[config.mk]
export PLATFORM = sky130hd
export DESIGN_NAME = mic_rx_dma_path
export DESIGN_NICKNAME = d
export VERILOG_FILES = /design/src/rtl/mrx_pkg.sv /design/src/rtl/mrx_fifo.sv /design/src/rtl/mrx_regs.sv /design/src/rtl/mic_rx_dma_path.sv
export SDC_FILE = /design/constraint.sdc
export NUM_CORES = 1
export LEC_CHECK = 0
export CAP_MARGIN = 20
export CORE_ASPECT_RATIO = 1.5
export CORE_MARGIN = 4
export CORE_UTILIZATION = 30
export CTS_CLUSTER_SIZE = 8
export DETAILED_ROUTE_END_ITERATION = 8
export DONT_BUFFER_PORTS = 1
export GPL_ROUTABILITY_DRIVEN = 0
export PLACE_DENSITY = 0.53
export SLEW_MARGIN = 20
export SYNTH_ARGS = -nofsm -noshare
export SYNTH_HDL_FRONTEND = slang
export SYNTH_SLANG_ARGS = --single-unit
[constraint.sdc]
create_clock -name clk -period 4 [get_ports clk]
set_clock_uncertainty 0.05 [all_clocks]
set_input_delay 0.6 -clock clk [delete_from_list [all_inputs] [get_ports clk]]
set_output_delay 0.6 -clock clk [all_outputs]
set_load 0.01 [all_outputs]
[src/rtl/mrx_pkg.sv]
package mrx_pkg;

    localparam logic [7:0] OFS_SYS  = 8'h00;
    localparam logic [7:0] OFS_CTL0 = 8'h04;
    localparam logic [7:0] OFS_CLK  = 8'h0C;
    localparam logic [7:0] OFS_DMA  = 8'h18;
    localparam logic [7:0] OFS_STAT = 8'h24;
    localparam logic [7:0] OFS_RXD  = 8'h30;
    localparam logic [7:0] OFS_VER  = 8'h58;

    localparam int SYS_RUN_BIT   = 2;
    localparam int SYS_FLUSH_BIT = 0;
    localparam int DMA_EN_BIT    = 8;
    localparam int THR_W         = 7;

    typedef struct packed {
        logic             run;
        logic             flush;
        logic             dma_en;
        logic [THR_W-1:0] thr_m1;
        logic [31:0]      ctl0;
        logic [31:0]      clkc;
        logic             ovf;
    } ctl_state_t;

endpackage

[src/rtl/mrx_fifo.sv]
module mrx_fifo #(
    parameter int DW    = 32,
    parameter int DEPTH = 32
) (
    input  logic                         clk,
    input  logic                         rst_n,
    input  logic                         push,
    input  logic [DW-1:0]                wdata,
    input  logic                         pop,
    input  logic                         flush,
    output logic [DW-1:0]                head,
    output logic [$clog2(DEPTH+1)-1:0]   level,
    output logic                         full,
    output logic                         empty,
    output logic                         drop
);
    localparam int AW = (DEPTH > 1) ? $clog2(DEPTH) : 1;
    localparam int LW = $clog2(DEPTH + 1);

    typedef struct packed {
        logic [AW-1:0] wr;
        logic [AW-1:0] rd;
        logic [LW-1:0] lvl;
    } fifo_state_t;

    fifo_state_t s_d, s_q;
    logic [DW-1:0] mem_q [DEPTH];
    logic do_push, do_pop;

    assign full  = (s_q.lvl == LW'(DEPTH));
    assign empty = (s_q.lvl == '0);
    assign level = s_q.lvl;
    assign head  = mem_q[s_q.rd];
    assign drop  = push && full && !flush;

    always_comb begin
        s_d     = s_q;
        do_push = push && !full && !flush;
        do_pop  = pop && !empty && !flush;
        if (flush) begin
            s_d = '0;
        end else begin
            if (do_push)
                s_d.wr = (s_q.wr == AW'(DEPTH - 1)) ? '0 : s_q.wr + AW'(1);
            if (do_pop)
                s_d.rd = (s_q.rd == AW'(DEPTH - 1)) ? '0 : s_q.rd + AW'(1);
            case ({do_push, do_pop})
                2'b10:   s_d.lvl = s_q.lvl + LW'(1);
                2'b01:   s_d.lvl = s_q.lvl - LW'(1);
                default: s_d.lvl = s_q.lvl;
            endcase
        end
    end

    always_ff @(posedge clk) begin
        if (!rst_n) s_q <= '0;
        else        s_q <= s_d;
    end

    always_ff @(posedge clk) begin
        if (do_push) mem_q[s_q.wr] <= wdata;
    end

    assert_level_bound_R3: assert property (@(posedge clk) disable iff (!rst_n)
        s_q.lvl <= LW'(DEPTH));

    assert_full_drop_R3: assert property (@(posedge clk) disable iff (!rst_n)
        (push && full && !pop && !flush) |=> (s_q.lvl == $past(s_q.lvl)));

    assert_flush_empties_R5: assert property (@(posedge clk) disable iff (!rst_n)
        flush |=> (s_q.lvl == '0));

endmodule

[src/rtl/mrx_regs.sv]
module mrx_regs
    import mrx_pkg::*;
#(
    parameter int          LW      = 6,
    parameter logic [31:0] VERSION = 32'h0001_0000
) (
    input  logic          clk,
    input  logic          rst_n,
    input  logic [7:0]    bus_addr,
    input  logic          bus_wr,
    input  logic          bus_rd,
    input  logic [31:0]   bus_wdata,
    output logic [31:0]   bus_rdata,
    input  logic [LW-1:0] level,
    input  logic          empty,
    input  logic [31:0]   head,
    input  logic          drop,
    output logic          run,
    output logic          flush,
    output logic          pop,
    output logic          dma_req
);
    localparam int CW = ((LW > THR_W) ? LW : THR_W) + 1;

    ctl_state_t s_d, s_q;
    logic [CW-1:0] lvl_x, thr_x;
    logic [31:0] rd_mux;

    assign lvl_x   = CW'(level);
    assign thr_x   = CW'(s_q.thr_m1) + CW'(1);
    assign dma_req = s_q.dma_en && (lvl_x >= thr_x);
    assign run     = s_q.run;
    assign flush   = s_q.flush;
    assign pop     = bus_rd && (bus_addr == OFS_RXD) && !empty;

    always_comb begin
        s_d       = s_q;
        s_d.flush = 1'b0;
        if (bus_wr) begin
            case (bus_addr)
                OFS_SYS: begin
                    s_d.run   = bus_wdata[SYS_RUN_BIT];
                    s_d.flush = bus_wdata[SYS_FLUSH_BIT];
                end
                OFS_CTL0: s_d.ctl0 = bus_wdata;
                OFS_CLK:  s_d.clkc = bus_wdata;
                OFS_DMA: begin
                    s_d.dma_en = bus_wdata[DMA_EN_BIT];
                    s_d.thr_m1 = bus_wdata[THR_W-1:0];
                end
                OFS_STAT: if (bus_wdata[0]) s_d.ovf = 1'b0;
                default: ;
            endcase
        end
        if (drop) s_d.ovf = 1'b1;
    end

    always_comb begin
        case (bus_addr)
            OFS_SYS:  rd_mux = {29'b0, s_q.run, 1'b0, s_q.flush};
            OFS_CTL0: rd_mux = s_q.ctl0;
            OFS_CLK:  rd_mux = s_q.clkc;
            OFS_DMA:  rd_mux = {23'b0, s_q.dma_en, 1'b0, s_q.thr_m1};
            OFS_STAT: rd_mux = {30'b0, dma_req, s_q.ovf};
            OFS_RXD:  rd_mux = empty ? 32'h0 : head;
            OFS_VER:  rd_mux = VERSION;
            default:  rd_mux = 32'h0;
        endcase
        bus_rdata = bus_rd ? rd_mux : 32'h0;
    end

    always_ff @(posedge clk) begin
        if (!rst_n) s_q <= '0;
        else        s_q <= s_d;
    end

    assert_flush_self_clear_R5: assert property (@(posedge clk) disable iff (!rst_n)
        (s_q.flush && !(bus_wr && bus_addr == OFS_SYS && bus_wdata[SYS_FLUSH_BIT]))
        |=> !s_q.flush);

    assert_ovf_sticky_R3: assert property (@(posedge clk) disable iff (!rst_n)
        (s_q.ovf && !(bus_wr && bus_addr == OFS_STAT && bus_wdata[0])) |=> s_q.ovf);

endmodule

[src/rtl/mic_rx_dma_path.sv]
module mic_rx_dma_path #(
    parameter int          DEPTH   = 32,
    parameter logic [31:0] VERSION = 32'h0001_0203
) (
    input  logic        clk,
    input  logic        rst_n,
    input  logic        smp_valid,
    input  logic [31:0] smp_data,
    input  logic [7:0]  bus_addr,
    input  logic        bus_wr,
    input  logic        bus_rd,
    input  logic [31:0] bus_wdata,
    output logic [31:0] bus_rdata,
    output logic        dma_req
);
    localparam int LW = $clog2(DEPTH + 1);

    logic          run, flush, pop, push, full, empty, drop;
    logic [LW-1:0] level;
    logic [31:0]   head;

    assign push = smp_valid && run;

    mrx_fifo #(.DW(32), .DEPTH(DEPTH)) u_fifo (
        .clk   (clk),
        .rst_n (rst_n),
        .push  (push),
        .wdata (smp_data),
        .pop   (pop),
        .flush (flush),
        .head  (head),
        .level (level),
        .full  (full),
        .empty (empty),
        .drop  (drop)
    );

    mrx_regs #(.LW(LW), .VERSION(VERSION)) u_regs (
        .clk       (clk),
        .rst_n     (rst_n),
        .bus_addr  (bus_addr),
        .bus_wr    (bus_wr),
        .bus_rd    (bus_rd),
        .bus_wdata (bus_wdata),
        .bus_rdata (bus_rdata),
        .level     (level),
        .empty     (empty),
        .head      (head),
        .drop      (drop),
        .run       (run),
        .flush     (flush),
        .pop       (pop),
        .dma_req   (dma_req)
    );

    assert_empty_read_R4: assert property (@(posedge clk) disable iff (!rst_n)
        (bus_rd && bus_addr == mrx_pkg::OFS_RXD && level == '0 && !push) |=> (level == '0));

    assert_full_flag_R3: assert property (@(posedge clk) disable iff (!rst_n)
        full |-> !empty);

endmodule

; ---- Yosys cells after proc, flatten, opt, wreduce, memory -nomap -nowiden
; Memories as Yosys holds them, arrays and structs flattened. A register that Yosys moved wholly into a read port is not among the register bits.
; Cells that the tools add are included.
; W data, S select, Z words.
[word_totals]
in_bits = 77
ramBits = 1024
regBits = 91
word_cells = 69
memories = 1
[classes]
eq_ne = 11
mux = 14
n_bitwise = 1
reduce_logical = 26
order_cmp = 1
add_sub_neg = 5
[mem_list]
columns = name, words, word_bits, rd, rd_clocked_by_memory_dff, write_ports, line
row1 = u_fifo.mem_q, 32, 32, 1, 1, 1, mrx_fifo.sv:27  ; logic [DW-1:0] mem_q [DEPTH];
[ops]
columns = cell, count
row1 = $pmux W32 S7, 1
row2 = $mux W32, 2
row3 = $mux W5, 4
row4 = $eq A8 B6 Y1 const B, 2
row5 = $pmux W6 S2, 1
row6 = $add A5 B1 Y5 const B, 2
row7 = $eq A5 B5 Y1 const B, 2
row8 = $logic_and A1 B1 Y1, 10
row9 = $add A7 B1 Y8 const B, 1
row10 = $eq A8 B3 Y1 const B, 1
row11 = $eq A8 B4 Y1 const B, 1
row12 = $eq A8 B5 Y1 const B, 1
row13 = $eq A8 B7 Y1 const B, 1
row14 = $ge A6 B8 Y1, 1
row15 = $logic_not A8 Y1, 1
row16 = $reduce_and A2 Y1, 4
row17 = $reduce_bool A2 Y1, 4
row18 = $add A6 B1 Y6 const B, 1
row19 = $eq A6 B6 Y1 const B, 1
row20 = $logic_not A6 Y1, 1
row21 = $mux W1, 6
row22 = $reduce_and A3 Y1, 2
row23 = $sub A6 B1 Y6 const B, 1
row24 = $logic_not A1 Y1, 3
row25 = 4 further kinds, 4

; ---- Depth between registers and ports, before layout
[depth]
ltp_word = 7
ltp_mapped = 15
depth_no_buf = 13

; ---- Modules after synthesis
; Synthesis repeated with hierarchy kept, for this count alone.
[unflattened]
cells_unflattened = 2568
hier_area_um2 = 44376.3
[by_module_without_submodules]
columns = module, area_per_inst_um2, n_inst, cells_per_inst
row1 = mrx_fifo, 40475.1, 1, 2067
row2 = mrx_regs, 3895.0, 1, 500
row3 = mic_rx_dma_path, 6.3, 1, 1

; ---- Worst setup path before layout
; No wires, ideal clock.
[synth_path]
path_type = input-to-reg
startpoint = in bus_addr[3]
endpoint = reg u_fifo.s_q (netlist bit u_fifo.level[4])
setup_slack_ps = 612
path_stages = 14
arrival_ps = 3268
cell_sequence = buf_2 nor2_1 mux2i_1 o32ai_4 nand2_1 nor2_1 ha_1 inv_1 fa_1 nor2b_1 o21a_1 nor3_1 or3b_2 a21oi_1
[synth_between]
elab_chain_len = 7
word_cells_on_any_way = 9
classes_between = eq/ne: 3 / mux: 1 / reduce/logical: 5
[synth_rtl]
columns = item, line
row1 = "start, declared", mic_rx_dma_path.sv:9  ; input logic [7:0] bus_addr,
row2 = $eq A8 B6 Y1 *, mrx_regs.sv:34  ; assign pop = bus_rd && (bus_addr == OFS_RXD) && !empty;
row3 = $logic_and A1 B1 Y1 * (2 in a row), mrx_regs.sv:34
row4 = $logic_and A1 B1 Y1 * (2 in a row), mrx_fifo.sv:39  ; do_pop = pop && !empty && !flush;
row5 = $eq A2 B1 Y1 or $eq A2 B2 Y1 (tied branches), mrx_fifo.sv:47  ; case ({do_push, do_pop})
row6 = $pmux W6 S2 or $reduce_bool A2 Y1 (tied branches), n/a
row7 = "end signal, assigned", mrx_fifo.sv:56  ; if (!rst_n) s_q <= '0;
row8 = "end signal, assigned", mrx_fifo.sv:57  ; else s_q <= s_d;
row9 = "end, declared", mrx_fifo.sv:26  ; fifo_state_t s_d, s_q;
; Every way passes the cells marked *; elsewhere a longest branch is shown, timed or not.
; A chain may end at the register's enable or synchronous reset.

==> metrics.sh <==
PLACEDINSTANCEAREA_SQ_UM=47450
GRT_MAX_DEGREE=68
INSERTED_CLOCK_BUFFERS=158
WL_PER_CELL_UM=28.97
SYNTH-MAIN-FF-CELL='sky130_fd_sc_hd__edfxtp_1'
CRIT_FAMILY='multiplexers'
POSTSYNTHCELLCOUNT=2237
CLOCK_TREE_FROM_TRITONCTS='built'
INSERTION_DELAY_PS=750
LEVEL_COUNT_OF_THE_CLOCK_H_TREE=4
SYNTH_LARGEST_AREA_CELL='sky130_fd_sc_hd__edfxtp_1'
MIN_PATH_TYPE='in -> reg'
GRT_PASS1_VIAS=24790
CRIT_ARRIVAL_PS=3260
FLOORPLAN.INITIALDENSITY=0.3028
FP.COREAREA_SQ_UM=145100
POST_SYNTH_NUM_CELL_TYPES=61
CRIT_PATH_TOP_DELAY_CELL='sky130_fd_sc_hd__mux4_2'
SYNTHTOPCELLSBYCOUNT='1024 x sky130_fd_sc_hd__edfxtp_1, 280 x sky130_fd_sc_hd__mux4_2, 217 x sky130_fd_sc_hd__nand2_1, 96 x sky130_fd_sc_hd__dfxtp_1, 67 x sky130_fd_sc_hd__clkbuf_1'
STANDBY_LEAKAGE_POWER_uW=0.01615
MAX-CLOCK-PATH-BUFFERS=3
COUNT_OF_BOUNDARY_I_O_PINS=110
CTS.CLK_SLEW.WORST_PATHS_PS=50
SETUP-VIOLATIONS-FINAL=0
SYNTH.TOP_CELLS.BY_AREA='sky130_fd_sc_hd__edfxtp_1 70%, sky130_fd_sc_hd__mux4_2 14%, sky130_fd_sc_hd__dfxtp_1 4.4%'
OUTCOME='complete, no violations'
ANTENNA_FOUND_INITIAL=12
MAXIMUM_VDD_DROP_mV=0.2804
SLEW_VIOL_FINAL=0
DRT_PASS1_ITERATIONS=5
TIMING_HOLD_VIOLATIONS_FINAL=0
SYNTH_TOP_AREA_FRAC=0.7001
SEQ_TOTAL_AREA_YOSYS=0.7438
ASYNC_RESET_FF_FRAC=0
POSTROUTEANTENNANETS=0
DIEWIDTH_UM=320.4
SLEW_HEADROOM=0.2659
GLOBALROUTEOVERFLOWTOTAL=0
VIASPERCELL=5.232
CLOCK-SINKS=1120
TIMING.CRITICAL_PATH.TO_TYPE='output port'
SHARE_OF_POST_ROUTE_CELLS_WITH_DRIVE_STRENGTH_ABOVE_1=0.2740
SYN_AREA_SQ_UM=43920
WORST_SETUP_PATH_START_KIND='flop'
MAX_CAP_VIOLATIONS=0
LAYOUT.NETS=2604
FILLERS=13260
MAX_STAGE_DELAY_PS=550
WORSTPATHMAXFANOUT=11
YS_SEQ_ELEMENTS=1120
TOTALNEGATIVESETUPSLACK_PS=0
CLOCK.FMAX_MHz=256.0
GRT_USAGE=0.1673
TIMING.CRITICAL_PATH.REQUIRED_PS=3350
YS.WARNINGS.COUNT=0
STD_CELL_ROWS=171
MOST_COMMON_CELL_IN_THE_NETLIST='sky130_fd_sc_hd__edfxtp_1'
DESIGN.DIE.AREA_SQ_UM=152700
POST-LAYOUT-TOTAL-POWER_uW=24910
POWER.DENSITY_nW_PER_UM2=471.3
FINAL.SETUP.WORST_SLACK_PS=93.60
CHIPHEIGHT_UM=476.6
PRE_CTS_WS_PS=326.5
SYN-MEAN-INSTANCE-AREA_SQ_UM=19.64
AREAGROWTHSYNTHTOFINISH_PCT=20.34
CP.BUFFERS_INVERTERS=4
FIN_CRIT_SH=0.9766
POST-ROUTE-DRC-COUNT=0
CLOCK-ROOT-BUFFER='sky130_fd_sc_hd__clkbuf_16'
GRT_FIRST_PASS_WIRELENGTH_UM=183200
CP_CELL_SEQUENCE='buf_12 -> buf_16 -> buf_4 -> mux4_2 -> mux4_2 -> nand4_1 -> o221ai_2 -> buf_4'
LAYOUT.CELL_AREA.NON_FILLER_SQ_UM=52860
HPWL_REPORTED_AT_THE_END_OF_DETAILED_PLACEMENT_UM=76010
MAPPEDNETLISTNETS=2334
TOTALWIRELENGTH_UM=128900
ROUTED-VIA-COUNT=23270
RSZ0062_AT_GRT='true'
WORST_PIN_SLEW_PS=1098
FINAL.MIN_CLOCK_PERIOD_PS=3906
SYNTH-EDFF-COUNT=1024
IO_BUFFER_COUNT=0
HOLD_WS_PS=86.25
TIMING.SETUP.CRITICAL_PATH_CLASS='reg -> out'
DETAIL_ROUTE.ITER0.VIOLATIONS=2283
power breakdown:
| part | switching [uW] | internal (uW) | total [uW] |
|---|---|---|---|
| clock network | 4720 | 7130 | 11900 |
| logic | 197 | 73.0 | 270 |
| registers | 0.668 | 12800 | 12800 |
| total | 4920 | 20000 | 24900 |
layout make-up:
class,count,area [sq um],share of cell area
flip-flops and latches,1120,32690,0.6183
clock inverters,13,215.2,0.004071
multi-input cells,969,10900,0.2062
diodes,5,12.51,0.0002367
inverters,17,63.81,0.001207
well taps,1903,2381,0.04504
clock buffers,180,4058,0.07676
repair buffers,241,2544,0.04812
flip-flops by register name (all words and copies together) (netlist names), named ones only:
| register | cells |
|---|---|
| u_fifo.level | 6 |
| u_fifo.mem_q | 1024 |
| u_fifo.s_q | 10 |
| u_regs.run | 1 |
| u_regs.s_q | 73 |
| u_regs.flush | 1 |
tightest hold or removal path: stages:
cell	delay (ps)
sky130_fd_sc_hd__nand2_1	30
sky130_fd_sc_hd__o21ai_0	130
sky130_fd_sc_hd__a21boi_0	80
logic make-up (layout without fill, tap and decap cells):
kind of cell	after synthesis	count (layout)	synth area share
and+or+nand+nor	400	400	0.04236
buffers and inverters	148	451	0.01578
xor gates and xnor gates	7	7	0.001396
muxes	332	332	0.1554
other	0	5	0
adders and majority gates	21	21	0.006124
DFF	1120	1120	0.7438
AOI/OAI and AO/OA	209	209	0.03512
worst paths after layout:
check	slack [ps]	cells past startpoint	to	startpoint
worst max-delay path	90	8	bus_rdata[25]	flop
worst max register to register	620	12	u_fifo.level[4]$_SDFFE_PP0P_	u_fifo.level[1]$_SDFFE_PP0P_
worst min register to register	400	2	u_regs.s_q[18]$_SDFFE_PN0P_	u_regs.s_q[18]$_SDFFE_PN0P_
worst min-delay path	90	3	u_regs.s_q[0]$_SDFFE_PN0P_	bus_wdata[0]
cell usage in the layout (no fill, tap or decap), types with 5 or more instances in the layout:
master,instances
sky130_fd_sc_hd__edfxtp_1,1024
sky130_fd_sc_hd__mux4_2,280
sky130_fd_sc_hd__nand2_1,215
sky130_fd_sc_hd__clkbuf_16,162
sky130_fd_sc_hd__buf_4,120
sky130_fd_sc_hd__dfxtp_1,91
sky130_fd_sc_hd__dlygate4sd3_1,65
sky130_fd_sc_hd__mux2i_1,50
sky130_fd_sc_hd__a22oi_1,42
sky130_fd_sc_hd__a21boi_0,37
sky130_fd_sc_hd__a21boi_1,36
sky130_fd_sc_hd__nor2_4,33
sky130_fd_sc_hd__nand4_1,33
sky130_fd_sc_hd__buf_12,28
sky130_fd_sc_hd__and3_1,26
sky130_fd_sc_hd__a21oi_1,25
sky130_fd_sc_hd__nor2_1,22
sky130_fd_sc_hd__nand3_1,21
sky130_fd_sc_hd__clkbuf_1,21
sky130_fd_sc_hd__ha_1,19
sky130_fd_sc_hd__o221ai_1,17
sky130_fd_sc_hd__inv_1,15
sky130_fd_sc_hd__buf_2,11
sky130_fd_sc_hd__o21ai_0,9
sky130_fd_sc_hd__o221ai_2,8
sky130_fd_sc_hd__nand3b_1,7
sky130_fd_sc_hd__or4_1,6
sky130_fd_sc_hd__buf_16,6
sky130_fd_sc_hd__diode_2,5
sky130_fd_sc_hd__nor2b_1,5
sky130_fd_sc_hd__o22ai_1,5
sky130_fd_sc_hd__buf_6,5
what timing repair did:
| action | in CTS | in global routing |
|---|---|---|
| setup buffers | 7 | 0 |
| hold endpoints to repair | 1099 | 0 |
| cloned | 2 | 3 |
| setup endpoints to repair | 31 | 12 |
| hold buffers | 78 | 0 |
| gates resized for setup | 10 | 13 |
metrics by stage:
| step | cells | util |
|---|---|---|
| 3_3_place_gp | 4157 | 0.3271 |
| 3_5_place_dp | 4157 | 0.3271 |
| 4_1_cts | 4437 | 0.3634 |
| 2_1_floorplan | 2237 | - |
| 5_1_grt | 4444 | 0.3643 |
| 6_report | 4448 | 0.3644 |
per-layer routing:
metal / vias to the layer above / global-route usage / wire, um / share of wire
met3: 221 / 0.02973 / 7561 / 0.059
met4: 4 / 0.05916 / 4339 / 0.034
met5: - / 0 / 27 / 0.00021
met2: 878 / 0.2960 / 67270 / 0.52
met1: 12520 / 0.2051 / 49680 / 0.39
li1: 9651 / - / - / -
(Power assumes the default switching activity.)
